--- config.mk ---
export PLATFORM = sky130hd
export DESIGN_NAME = phase_freq_discriminator
export DESIGN_NICKNAME = d
export VERILOG_FILES = /design/src/rtl/pfd_pkg.sv /design/src/rtl/pfd_edge_sync.sv /design/src/rtl/pfd_freq_tracker.sv /design/src/rtl/phase_freq_discriminator.sv
export SDC_FILE = /design/constraint.sdc
export NUM_CORES = 1
export LEC_CHECK = 0
export BUFFER_PORTS_ARGS = -buffer_cell sky130_fd_sc_hd__buf_2
export CAP_MARGIN = 10
export CORE_AREA = 2 2 39 41
export CTS_BUF_LIST = sky130_fd_sc_hd__clkbuf_8
export DETAILED_ROUTE_END_ITERATION = 6
export DIE_AREA = 0 0 41 43
export SYNTH_ARGS = -nofsm -noshare
export SYNTH_HDL_FRONTEND = slang
export SYNTH_SLANG_ARGS = --single-unit
--- constraint.sdc ---
create_clock -name clk -period 1.51 [get_ports clk]
set_clock_uncertainty 0.15 [all_clocks]
set_input_delay 0.2265 -clock clk [delete_from_list [all_inputs] [get_ports clk]]
set_output_delay 0.2265 -clock clk [all_outputs]
set_load 0.03 [all_outputs]
--- src/rtl/pfd_pkg.sv ---
package pfd_pkg;

   // Source selected for the error bit
   typedef enum logic [1:0] {
      MODE_XOR        = 2'd0,
      MODE_FORCE_LOW  = 2'd1,
      MODE_FORCE_HIGH = 2'd2
   } pfd_mode_e;

endpackage

--- src/rtl/pfd_edge_sync.sv ---
module pfd_edge_sync #(
   parameter int STAGES = 2
) (
   input  logic clk,
   input  logic rst,
   input  logic async_in,
   output logic lvl,
   output logic rise
);
   localparam int TOP = STAGES - 1;

   logic [TOP:0] chain;
   logic         last;

   always_ff @(posedge clk) begin
      if (rst) begin
         chain <= '0;
         last  <= 1'b0;
      end else begin
         chain <= {chain[TOP-1:0], async_in};
         last  <= chain[TOP];
      end
   end

   assign lvl  = chain[TOP];
   assign rise = chain[TOP] & ~last;

endmodule

--- src/rtl/pfd_freq_tracker.sv ---
module pfd_freq_tracker #(
   parameter int EDGE_LIMIT = 2
) (
   input  logic clk,
   input  logic rst,
   input  logic ref_rise,
   input  logic osc_rise,
   output logic osc_fast,
   output logic osc_slow
);
   localparam int             CW     = $clog2(EDGE_LIMIT + 1);
   localparam logic [CW-1:0]  LIM    = CW'(EDGE_LIMIT);
   localparam logic [CW-1:0]  LIM_M1 = CW'(EDGE_LIMIT - 1);
   localparam logic [CW-1:0]  ONE    = CW'(1);

   logic [CW-1:0] ref_cnt;
   logic [CW-1:0] osc_cnt;
   logic          fast_q;
   logic          slow_q;

   always_ff @(posedge clk) begin
      if (rst) begin
         ref_cnt <= '0;
         osc_cnt <= '0;
         fast_q  <= 1'b0;
         slow_q  <= 1'b0;
      end else begin
         unique case ({ref_rise, osc_rise})
            2'b11: begin
               // coincident edges: neither input leads
               ref_cnt <= '0;
               osc_cnt <= '0;
               fast_q  <= 1'b0;
               slow_q  <= 1'b0;
            end
            2'b10: begin
               osc_cnt <= '0;
               fast_q  <= 1'b0;
               if (ref_cnt >= LIM_M1) slow_q <= 1'b1;
               if (ref_cnt != LIM) ref_cnt <= ref_cnt + ONE;
            end
            2'b01: begin
               ref_cnt <= '0;
               slow_q  <= 1'b0;
               if (osc_cnt >= LIM_M1) fast_q <= 1'b1;
               if (osc_cnt != LIM) osc_cnt <= osc_cnt + ONE;
            end
            default: ;
         endcase
      end
   end

   assign osc_fast = fast_q;
   assign osc_slow = slow_q;

endmodule

--- src/rtl/phase_freq_discriminator.sv ---
module phase_freq_discriminator #(
   parameter int SYNC_STAGES    = 2,
   parameter int EDGE_LIMIT     = 2,
   parameter bit OUT_REGISTERED = 1'b1
) (
   input  logic clk,
   input  logic rst,
   input  logic ref_in,
   input  logic osc_in,
   output logic err_out,
   output logic osc_fast,
   output logic osc_slow
);
   import pfd_pkg::*;

   if (SYNC_STAGES < 2) begin : g_bad_sync
      $error("SYNC_STAGES must be at least 2");
   end
   if (EDGE_LIMIT < 2) begin : g_bad_limit
      $error("EDGE_LIMIT must be at least 2");
   end

   logic      ref_lvl, ref_rise;
   logic      osc_lvl, osc_rise;
   pfd_mode_e mode;
   logic      next_out;

   pfd_edge_sync #(.STAGES(SYNC_STAGES)) u_ref_sync (
      .clk      (clk),
      .rst      (rst),
      .async_in (ref_in),
      .lvl      (ref_lvl),
      .rise     (ref_rise)
   );

   pfd_edge_sync #(.STAGES(SYNC_STAGES)) u_osc_sync (
      .clk      (clk),
      .rst      (rst),
      .async_in (osc_in),
      .lvl      (osc_lvl),
      .rise     (osc_rise)
   );

   pfd_freq_tracker #(.EDGE_LIMIT(EDGE_LIMIT)) u_track (
      .clk      (clk),
      .rst      (rst),
      .ref_rise (ref_rise),
      .osc_rise (osc_rise),
      .osc_fast (osc_fast),
      .osc_slow (osc_slow)
   );

   always_comb begin
      if (osc_slow)      mode = MODE_FORCE_HIGH;
      else if (osc_fast) mode = MODE_FORCE_LOW;
      else               mode = MODE_XOR;
   end

   always_comb begin
      unique case (mode)
         MODE_FORCE_HIGH: next_out = 1'b1;
         MODE_FORCE_LOW:  next_out = 1'b0;
         default:         next_out = ref_lvl ^ osc_lvl;
      endcase
   end

   if (OUT_REGISTERED) begin : g_out_reg
      logic out_q;
      always_ff @(posedge clk) begin
         if (rst) out_q <= 1'b0;
         else     out_q <= next_out;
      end
      assign err_out = out_q;
   end else begin : g_out_comb
      assign err_out = next_out;
   end

endmodule

==> metrics.md <==
| Metric | Value |
|---|---|
| Status | `completed` |
| Die Width | `41 um` |
| IO Pins | `7` |
| Sequential fraction of the synthesis area | `47.6%` |
| Switching power | `158 uW` |
| Layout cells sized above 1 | `27.1%` |
| Final hold violations | `0` |
| Final WL | `680 um` |
| Nets@finish | `68` |
| ANT cells | `0` |
| Cells after DPL | `71` |
| Worst Tran Pin Value | `0.271 ns` |
| Tot Pwr | `720 uW` |
| Largest net degree at the start of global routing | `14` |
| Post-route insts no fill | `75` |
| Via count | `338` |
| Buffers on Ports | `6` |
| Setup Crit Path Kind | `flip-flop to flip-flop` |
| Max_cap viols | `0` |
| Synth Instances | `50` |
| Synth warnings | `0` |
| Final slew viol count | `0` |
| Remaining DRCs | `0` |
| DP HPWL | `495 um` |
| Syn-to-layout area delta | `16.7%` |
| First-pass GRT wire length | `1150 um` |
| Syn Nets | `58` |
| Sequential Power Share | `50.3%` |
| CP required | `1.49 ns` |
| Most common cell after layout, fill and taps aside | `dfxtp_1` |
| Core ar. | `0.00138 mm2` |
| Die area | `0.00176 mm2` |
| H-tree depth | `1` |
| Crit path time final | `1.41 ns` |
| Resized Gates After CTS | `0` |
| Wire length per cell | `9.07 um` |
| Setup Buffers After CTS | `0` |
| HP Class | `primary input to flip-flop` |
| Syn Area/Cell | `10.9 um2` |
| CTS max path bufs | `2` |
| Flops & latches, synth | `13` |
| CTS Hold Bufs | `0` |
| GR Util All Layers | `11.4%` |
| Data arrival, critical path | `1.38 ns` |
| Setup TNS | `0 ns` |
| Clock power share | `42.7%` |
| Total global routing overflow | `0` |
| CTS tree | `done` |
| Most frequent cells in the layout | `13 x dfxtp_1, 7 x inv_1, 6 x nor2b_1, 6 x buf_2` |
| VDD IR max | `0.825 mV` |
| Drt pass-1 iters | `2` |
| RSZ-0062 raised after global routing | `false` |
| # rows | `14` |
| Fin crit share | `93.1%` |
| Max Clock Freq | `0.711 GHz` |
| Antenna violations before repair | `0` |
| Antenna-violating nets left | `0` |
| Finish-stage setup viols | `0` |
| Initial core utilization | `39.5%` |
| Die Y | `43 um` |
| Initial DRC count | `1` |
| CTS Root Buffer Type | `clkbuf_8` |
| Clock sink count | `13` |
| RePlAce Congestion | `0.648` |
| Worst skew pair latency | `0.24 ns` |
| CP startpoint kind | `flip-flop` |
| Worst setup EP type | `flip-flop` |
| Combinational share of power | `7.0%` |
| Internal power | `561 uW` |
| Cts bufs inserted | `3` |
| Synth cell types | `14` |
| CP max FO | `2` |
| Pleak | `0.277 nW` |
| Clk slew on worst S/H paths | `0.05 ns` |
| Switching power share of the total | `22.0%` |
| Worst rel slew slack | `81.9%` |
| Power Dens Cells | `1130 mW/mm2` |
| Vias in the first global route | `268` |
| Mapped Area | `547 um2` |
| Via density | `4.51` |
-- routing by layer --
metal	vias up	wire, um	track usage, %
li1	176	-	-
met1	147	320	12.9
met2	10	264	11.9
met3	5	56	9.42
met4	0	38	12.0
met5	-	0	0
-- through the flow --
stage	cell area, um2	setup slack (ns)	utilization (%)	hold WS (ns)
CTS	638	0.0716	46.1	0.0359
global placement	592	0.0702	42.8	0.267
global route	638	0.00708	46.1	0.0337
floorplan	547	0.155	-	0.148
finish	638	0.104	46.1	0.0414
detailed placement	592	0.0754	42.8	0.274
-- state kept, by name, indices dropped and copies added (netlist names) --
| signal | cells |
|---|---|
| u_track.osc_fast | 1 |
| u_track.ref_cnt | 2 |
| u_track.osc_cnt | 2 |
| err_out | 1 |
| u_osc_sync.chain | 2 |
| u_track.osc_slow | 1 |
| u_osc_sync.last | 1 |
| u_ref_sync.last | 1 |
| u_ref_sync.chain | 2 |
-- path summary, 6_finish.rpt --
check	from	end	slack (ns)	depth (start not counted)
setup / recovery	u_track.osc_cnt[0]	u_track.osc_cnt[1]	0.10	5
hold reg to reg	u_ref_sync.chain[0]	u_ref_sync.chain[1]	0.28	1
setup reg to reg	u_track.osc_cnt[0]	u_track.osc_cnt[1]	0.10	5
hold / removal	ref_in	u_ref_sync.chain[0]	0.04	2
-- worst max-delay path: stages, from the launching register on --
cell	delay, ns
dfxtp_1	0.35
inv_1	0.07
ha_1	0.22
nor3b_4	0.22
mux2i_1	0.23
nor3_2	0.05
-- power by group through the flow --
stage	Sequential, mW	Combinational (mW)	Clock [mW]
global placement	0.369	0.0513	0
detailed placement	0.370	0.0510	0
finish	0.362	0.0502	0.307
CTS	0.362	0.0511	0.321
floorplan	0.373	0.0363	0
global route	0.363	0.0569	0.339
-- cells in the mapped netlist, drive strengths merged --
cell type | instances | area (um2)
dfxtp | 13 | 260
inv | 7 | 26.3
nor2b | 6 | 37.5
nor3 | 6 | 50.1
ha | 4 | 50.1
a21oi | 3 | 15.0
and2b | 2 | 15.0
mux2i | 2 | 20.0
nor3b | 2 | 37.5
xnor2 | 2 | 17.5
buf | 1 | 5.00
nor2 | 1 | 3.75
xor2 | 1 | 8.76
-- logic make-up after synthesis --
logic type,synth area share [%]
xor+xnor,4.81
buf+inv,5.72
fa+ha+maj,9.15
mux,3.66
simple gates,26.3
compound gates,2.75
flops,47.6
-- layout make-up --
class | count | area, um2
Clock inverter | 1 | 5.00
Timing Repair Buffer | 6 | 30.0
Fill cell | 133 | 746
Inverter | 7 | 26.3
Multi-Input combinational cell | 29 | 255
Clock buffer | 3 | 41.3
Tap cell | 16 | 20.0
Sequential cell | 13 | 260
(Power assumes the default switching activity.)
